### config.mk
export PLATFORM = sky130hd
export DESIGN_NAME = sid_span_filter
export DESIGN_NICKNAME = d
export VERILOG_FILES = /design/src/rtl/sid_span_filter.sv
export SDC_FILE = /design/constraint.sdc
export NUM_CORES = 1
export LEC_CHECK = 0
export CAP_MARGIN = 20
export CORE_ASPECT_RATIO = 0.75
export CORE_UTILIZATION = 36
export DETAILED_ROUTE_END_ITERATION = 6
export GPL_ROUTABILITY_DRIVEN = 1
export PLACE_DENSITY = 0.87
export SKIP_CTS_REPAIR_TIMING = 1
export SLEW_MARGIN = 0
export SYNTH_ARGS = -nofsm -noshare
export SYNTH_HDL_FRONTEND = slang
export SYNTH_SLANG_ARGS = --single-unit
export TNS_END_PERCENT = 50
### constraint.sdc
create_clock -name clk -period 3.9 [get_ports clk]
set_clock_uncertainty 0.15 [all_clocks]
set_input_delay 1.17 -clock clk [delete_from_list [all_inputs] [get_ports clk]]
set_output_delay 1.17 -clock clk [all_outputs]
set_load 0.01 [all_outputs]
### src/rtl/sid_span_filter.sv
module sid_span_filter #(
  parameter int SID_W    = 16,
  parameter int CFG_W    = 32,
  parameter int SPAN_BIT = 29
) (
  input  logic             clk,
  input  logic             rst_n,
  input  logic             cfg_we,
  input  logic [CFG_W-1:0] cfg_evtype,
  input  logic [CFG_W-1:0] cfg_pattern,
  input  logic             filt_en,
  input  logic             in_valid,
  input  logic [SID_W-1:0] in_sid,
  output logic             match_pulse
);

  localparam logic [SID_W-1:0] ALL_ONES = {SID_W{1'b1}};

  logic [SID_W-1:0] pat_q;
  logic             span_q;
  logic [SID_W-1:0] zero_oh, dc_mask, care_mask;
  logic             hit;
  logic             unused_cfg;

  assign unused_cfg = ^{cfg_evtype, cfg_pattern};

  always_ff @(posedge clk or negedge rst_n) begin
    if (!rst_n) begin
      pat_q  <= ALL_ONES;
      span_q <= 1'b1;
    end else if (cfg_we) begin
      pat_q  <= cfg_pattern[SID_W-1:0];
      span_q <= cfg_evtype[SPAN_BIT];
    end
  end

  // lowest zero of the pattern as a one-hot; zero when the pattern is all ones
  assign zero_oh   = ~pat_q & (pat_q + 1'b1);
  assign dc_mask   = (zero_oh == '0) ? ALL_ONES : (zero_oh | (zero_oh - 1'b1));
  assign care_mask = !filt_en ? '0 : (span_q ? ~dc_mask : ALL_ONES);
  assign hit       = ((in_sid ^ pat_q) & care_mask) == '0;

  always_ff @(posedge clk or negedge rst_n) begin
    if (!rst_n) match_pulse <= 1'b0;
    else        match_pulse <= in_valid & hit;
  end

endmodule

Yosys cells after proc, flatten, opt, wreduce, memory -nomap -nowiden

Index checks and enable logic that the tools add are counted.

Input port bits: 85
Word-level logic and storage cells: 17
Bits in registers: 18

Reductions and logical operators: 2
Muxes and demuxes: 3
Bitwise gates (word level): 7
$add $sub $neg: 2

Operator list:

| cell                                                                  | count |
|---|---|
| 16-bit 2-to-1 mux                                                     | 3 |
| 16-bit bitwise AND                                                    | 2 |
| 16-bit zero test                                                      | 2 |
| 16-bit NOT                                                            | 2 |
| 16-bit by 1-bit adder with 16-bit output (second input constant)      | 1 |
| 16-bit bitwise OR                                                     | 1 |
| 16-bit by 1-bit subtractor with 16-bit output (second input constant) | 1 |
| 16-bit XOR                                                            | 1 |
| 1-bit bitwise AND                                                     | 1 |

Longest topological paths before layout

Gate-level depths: netlist of the first run.

Depth after elaboration: 11
Gate-level depth with buffers: 5

Least setup slack after synthesis of the first run

Ideal clock, no wire load.

Path kind: in2reg
Start point: in in_sid[6]
End point: reg match_pulse
Stages: 5
Arrival time: 1,972 ps
Setup time: 104 ps
Buffers on the path: 0
Path slack: 1,674 ps
Path through: xnor2_2 > nand2_1 > nor4_2 > a21oi_1 > o41ai_2

Cells in the longest elaborated chain, start to end: 4

Ends and longest elaborated chain:

| what                 | line | text |
|---|---|---|
| start, declared      | 13   | `input logic [SID_W-1:0] in_sid,` |
| 16-bit XOR           | 41   | `assign hit = ((in_sid ^ pat_q) & care_mask) == '0;` |
| 16-bit bitwise AND   | 41   |  |
| 16-bit zero test     | 41   |  |
| 1-bit bitwise AND    | 45   | `else match_pulse <= in_valid & hit;` |
| end signal, assigned | 45   |  |
| end, declared        | 14   | `output logic match_pulse` |

Every way passes these cells.
A chain may end at the register's enable or synchronous reset.

Worst setup path in the final report of the first run

Start point: in in_sid[15]
End point: reg match_pulse

The elaborated chain is that of the path after synthesis.

==> run metrics, run 1 <==
outcome=completed; Hold Crit Start=pat_q[2]$_DFFE_PN1P_; Synth async-reset ratio=100.0%; Crit Reg-Reg Endpoint=match_pulse$_DFF_PN0_; Synth Cell Area=0.001100 mm²; Arr. time, crit path=2570 ps; global-route wire length before repair=4284 µm; register bit count reported by yosys=18; Syn-to-layout area delta=42.78%; fin crit period=2561 ps; Detailed Routing Iterations Pass 1=4; number of port buffers=38; die area=0.003282 mm²; worst r2r path cells=5; core region area=0.002743 mm²; EDFF count, synth=0; Final ANT Viol Nets=0; most frequent cells in the layout=clkdlybuf4s50_1 (38), dfstp_2 (17), mux2_2 (15), xnor2_1 (10), nand2_1 (8); CP peak stage delay=470 ps; Site Rows=16; initial antenna violation count=0; Netlist cell types=32; worst-skew pair later-pin latency=260 ps; CP Max Fanout=2; vias in the first global route=950; Setup CP Type=primary input to register; Ys Warns=0; Diodes inserted=0; Post-Place Cells=174; Layout Nets=228; PwrDens=335.6 mW/mm²; CTS tree=done; Worst Tran Pin Value=787.8 ps; Worst slew margin=47.32%; Cell Count, Final, Fillers Out=178; RSZ-0062 raised after global routing=no; Syn Inst Count=102; hold path cells=2; post-DP HPWL=1936 µm; reg2reg start=pat_q[9]$_DFFE_PN1P_; Crit. End Element=register; post-synthesis sequential area ratio=42.89%; CP max-delay cell=clkdlybuf4s50_1; final hold violations=0; via count=900; endpoints failing setup=0; Main synth FF type=dfstp_2; Post-Syn Nets=187; setup TNS=0 ps; H-tree depth=1; Iter 0 DRT Violations=21; hold endpoint=pat_q[2]$_DFFE_PN1P_; I/O Pins=86; Hold Path Class=register to register; die span in y=49.87 µm; share of cells above drive strength 1=30.28%; gr usage total=17.77%; largest buffer count on any clock path=2; Max Fclk=390.4 MHz; max cap viols=0; total power=0.5270 mW; most common cell after layout, fill and taps aside=clkdlybuf4s50_1; Congestion Overflow GR=0; Clock Tree Root=clkbuf_8; Worst Setup Start Kind=primary input; DR WL/cell=13.81 µm; largest net degree at the start of global routing=20; DRC=0; Vias per Instance=5.056; CTS buffer count=3; Total Wirelength=2458 µm; syn avg cell area=10.78 µm²; Starting Density=40.10%; Final Wtd Congestion=0.8612; Slew Limit Fails=0; peak supply drop=0.0002175 V; Required @ worst endpoint=3910 ps; Reg2Reg Setup Slack=2180 ps; sequence of cells on the critical path=clkdlybuf4s50_1 -> xnor2_1 -> nand2_1 -> nor3_1 -> o2111ai_1 -> o41ai_2; Die W=65.82 µm; clk sink count=18; final worst-path cycle share=65.68%; clk slew on worst S/H paths=70 ps; Leak Pwr=0.5794 nW
==> worst max-delay path by stage <==
stage | startpoint | end | slack, ps | cells after the start
final | in_sid[15] | match_pulse$_DFF_PN0_ | 1340 | 6
after CTS | in_sid[6] | match_pulse$_DFF_PN0_ | 1340 | 6
after global placement | in_sid[6] | match_pulse$_DFF_PN0_ | 1080 | 6
after detailed placement | cfg_we | pat_q[13]$_DFFE_PN1P_ | 1070 | 2
after floorplan | in_sid[6] | match_pulse$_DFF_PN0_ | 1670 | 5
after global routing | cfg_we | pat_q[5]$_DFFE_PN1P_ | 1260 | 2
==> area by class of cell <==
class                      count  area, µm²
clock buffer                   4      55.05
fill                         224       1172
inverter                       3      11.26
multi-input combinational     79      606.8
sequential                    18      471.7
tap                           36      45.04
timing repair buffer          38      380.4
==> sequential cells by signal (all words and copies together), names as in the netlist <==
register	cells
match_pulse	1
pat_q	16
span_q	1
==> synthesized netlist by cell type (all sizes together), types with 2 or more instances <==
cell,count,share of area (%)
nand2,8,2.7
nand3,2,0.91
mux2,15,15
a21oi,5,2.3
nor2,7,2.6
o21ai,8,3.6
nand4,4,2.3
nor3,2,1.4
xnor2,13,12
buf,2,0.91
inv,3,1.0
dfstp,17,41
==> kinds of logic (layout without fill, tap and decap cells) <==
| kind of cell | after synthesis | count (layout) | synth area share (%) |
|---|---|---|---|
| DFF | 18 | 18 | 42.89 |
| and+or+nand+nor | 30 | 30 | 14.68 |
| AOI/OAI and AO/OA | 19 | 19 | 11.04 |
| buffers and inverters | 5 | 45 | 1.934 |
| xor gates and xnor gates | 14 | 14 | 13.20 |
| muxes | 16 | 16 | 16.27 |
==> critical path, delay by kind of cell <==
family	cells	cell delay, ps
and+or+nand+nor	2	390
AOI/OAI and AO/OA	2	380
xor gates and xnor gates	1	150
buffers and inverters	1	470
==> layer usage <==
| layer | up-vias | track usage (%) | part of all wire, % |
|---|---|---|---|
| met5 | - | 0 | 0 |
| met4 | 0 | 4.348 | 1.0 |
| met3 | 4 | 4.861 | 4.2 |
| met2 | 29 | 30.44 | 49 |
| met1 | 421 | 21.85 | 46 |
| li1 | 446 | - | - |
==> report_power, final <==
group | switching, mW | internal (mW) | total, mW | leakage [nW]
combinational | 0.0510 | 0.0792 | 0.130 | 0.359
clock | 0.0648 | 0.0898 | 0.155 | 0.0288
sequential | 0.0233 | 0.219 | 0.242 | 0.192
==> metrics by stage <==
step                area [µm²]  utilization (%)  hold slack (ps)  setup WS, ps
CTS                       1570            57.25            393.4          1345
floorplan                 1100                -            340.5          1674
finish                    1570            57.25            390.1          1339
detailed placement        1515            55.25            380.9          1075
global route              1570            57.25            434.3          1259
global placement          1515            55.25            354.7          1079
No activity file was read; power rests on OpenSTA's default activity.
==> run 2, diff against run 1 <==
--- a/config.mk
+++ b/config.mk
@@ -7,10 +7,10 @@
 export LEC_CHECK = 0
 export CAP_MARGIN = 20
 export CORE_ASPECT_RATIO = 0.75
-export CORE_UTILIZATION = 36
+export CORE_UTILIZATION = 30
 export DETAILED_ROUTE_END_ITERATION = 6
 export GPL_ROUTABILITY_DRIVEN = 1
-export PLACE_DENSITY = 0.87
+export PLACE_DENSITY = 0.78
 export SKIP_CTS_REPAIR_TIMING = 1
 export SLEW_MARGIN = 0
 export SYNTH_ARGS = -nofsm -noshare
==> constraint.sdc (replaced) <==
create_clock -name clk -period 2.3 [get_ports clk]
set_clock_uncertainty 0.15 [all_clocks]
set_input_delay 0.69 -clock clk [delete_from_list [all_inputs] [get_ports clk]]
set_output_delay 0.69 -clock clk [all_outputs]
set_load 0.01 [all_outputs]
==> run metrics, run 2 (same netlist as run 1, synthesis figures left out) <==
outcome=completed; WP buf/inv=1 (unchanged); PwrDens=559.8 mW/mm² (+67%); most common cell after layout, fill and taps aside=clkdlybuf4s50_1; fin crit period=2104 ps; Internal=0.6611 mW (+70%); setup TNS=0 ps (unchanged); initial antenna violation count=0 (unchanged); Site Rows=18 (+2); largest buffer count on any clock path=2 (unchanged); die span in y=54.44 µm (+9.2%); largest reg by FF count=pat_q; CP max-delay cell=clkdlybuf4s50_1; Psw=0.2404 mW (+73%); biggest regs=pat_q: 16 flops, match_pulse: 1 flops, span_q: 1 flops; DR WL/cell=13.91 µm (+0.75%); number of port buffers=38 (unchanged); most frequent cells in the layout=clkdlybuf4s50_1 (38), dfstp_2 (17), mux2_2 (15), xnor2_1 (10), nand2_1 (8); final worst-path cycle share=91.46%; placed inst area=0.001555 mm² (+2.6%); DRC=0 (unchanged); Setup CP Type=primary input to register; register area=471.7 µm² (unchanged); Vias per Instance=4.744 (-6.2%); Die W=71.92 µm (+9.3%); Slew Limit Fails=0 (unchanged); Total Wirelength=2713 µm (+10%); worst-skew pair later-pin latency=260 ps (about the same); Fill cells=295 (+32%); Iter 0 DRT Violations=48 (+130%); Diodes inserted=0 (unchanged); fraction of power spent switching nets=26.66% (+0.28 points); Required @ worst endpoint=2310 ps (-1600 ps); I/O Pins=86 (unchanged); die area=0.003915 mm² (+19%); design area=0.001610 mm² (+2.5%); Hold Path Class=register to register; gr usage total=14.75% (-3.0 points); clk sink count=18 (unchanged); Worst Setup Start Kind=primary input; Clock Tree Root=clkbuf_8; vias in the first global route=912 (-4.0%); sequence of cells on the critical path=clkdlybuf4s50_1 -> xnor2_2 -> nand2_1 -> nor3b_1 -> a21oi_1 -> o41ai_2; CP peak stage delay=440 ps (-30 ps); H-tree depth=1 (unchanged); Detailed Routing Iterations Pass 1=5 (+1); Place WS=-35.67 ps (-1110 ps); CTS tree=done; Leak Pwr=0.5938 nW (+2.5%); Cell Count, Final, Fillers Out=195 (+9.6%); Final Wtd Congestion=0.8332 (-3.3%); Congestion Overflow GR=0 (unchanged); RSZ-0062 raised after global routing=no; clock group share of total power=29.2% (about the same); core region area=0.003401 mm² (+24%); endpoints failing setup=0 (unchanged); Util after Layout=47.35% (-9.9 points); max reg flops=16 (unchanged); Min Hold Slack=385.1 ps (-5.062 ps); Worst slew margin=80.67% (+33 points); largest net degree at the start of global routing=19 (-5.0%); share of cells above drive strength 1=31.72% (+1.4 points); Post-Place Cells=191 (+9.8%); Starting Density=32.34% (-7.8 points); global-route wire length before repair=4340 µm (+1.3%); Multi-input gate area=606.8 µm² (unchanged); Crit. End Element=register; total power=0.9015 mW (+71%); Worst Tran Pin Value=287.9 ps (-499.8 ps); clk slew on worst S/H paths=70 ps (about the same); Layout Nets=231 (+1.3%); Comb pwr share=25.2% (+0.5 points); Syn-to-layout area delta=46.42%; max cap viols=0 (unchanged); Arr. time, crit path=2110 ps (-460 ps); CTS buffer count=3 (unchanged); cell family with most CP delay=buffers and inverters; Max Fclk=475.4 MHz; via count=925 (+2.8%); final hold violations=0 (unchanged); CP Max Fanout=4 (+2); post-DP HPWL=2006 µm (+3.6%); peak supply drop=0.0002009 V (-7.6%); Final ANT Viol Nets=0 (unchanged); Final WS setup=196.5 ps (-1142 ps); sequential power share=45.6% (-0.4 points)
[run 2: final timing paths]
kind / cells past startpoint / slack (ps) / startpoint / to
max: 6 / 200 / in_sid[14] / match_pulse$_DFF_PN0_
min: 2 / 390 / pat_q[7]$_DFFE_PN1P_ / pat_q[7]$_DFFE_PN1P_
max reg2reg: 5 / 570 / pat_q[9]$_DFFE_PN1P_ / match_pulse$_DFF_PN0_
min reg2reg: 2 / 390 / pat_q[7]$_DFFE_PN1P_ / pat_q[7]$_DFFE_PN1P_
max in group asynchronous: 2 / 1130 / rst_n / pat_q[14]$_DFFE_PN1P_
min in group asynchronous: 2 / 610 / rst_n / match_pulse$_DFF_PN0_
[run 2: worst reg2reg max path: cells and delay by family, from the launching register on]
| kind | cells | cell delay, ps |
|---|---|---|
| AOI/OAI and AO/OA | 3 | 610 |
| DFF | 1 | 570 |
| xor gates and xnor gates | 1 | 160 |
| and+or+nand+nor | 1 | 140 |
[run 2: area by class of cell]
class | count | area share (%)
clock buffers | 4 | 3.419
inverters | 3 | 0.6993
multi-input cells | 79 | 37.68
flip-flops and latches | 18 | 29.29
well taps | 50 | 3.885
repair buffers | 41 | 25.02
[run 2: power groups by stage]
stage                     clock, mW  sequential (mW)  combinational [mW]
final                         0.264            0.411               0.227
after global routing          0.289            0.416               0.249
after CTS                     0.274            0.411               0.228
after detailed placement          0            0.415               0.224
after global placement            0            0.413               0.219
after floorplan                   0            0.405               0.127
[run 2: routing by layer]
metal	vias up	global-route usage, %	routed length [µm]
li1	449	-	-
met1	439	17.42	1188
met2	35	27.52	1332
met3	2	4.788	182
met4	0	1.634	10
met5	-	0	0
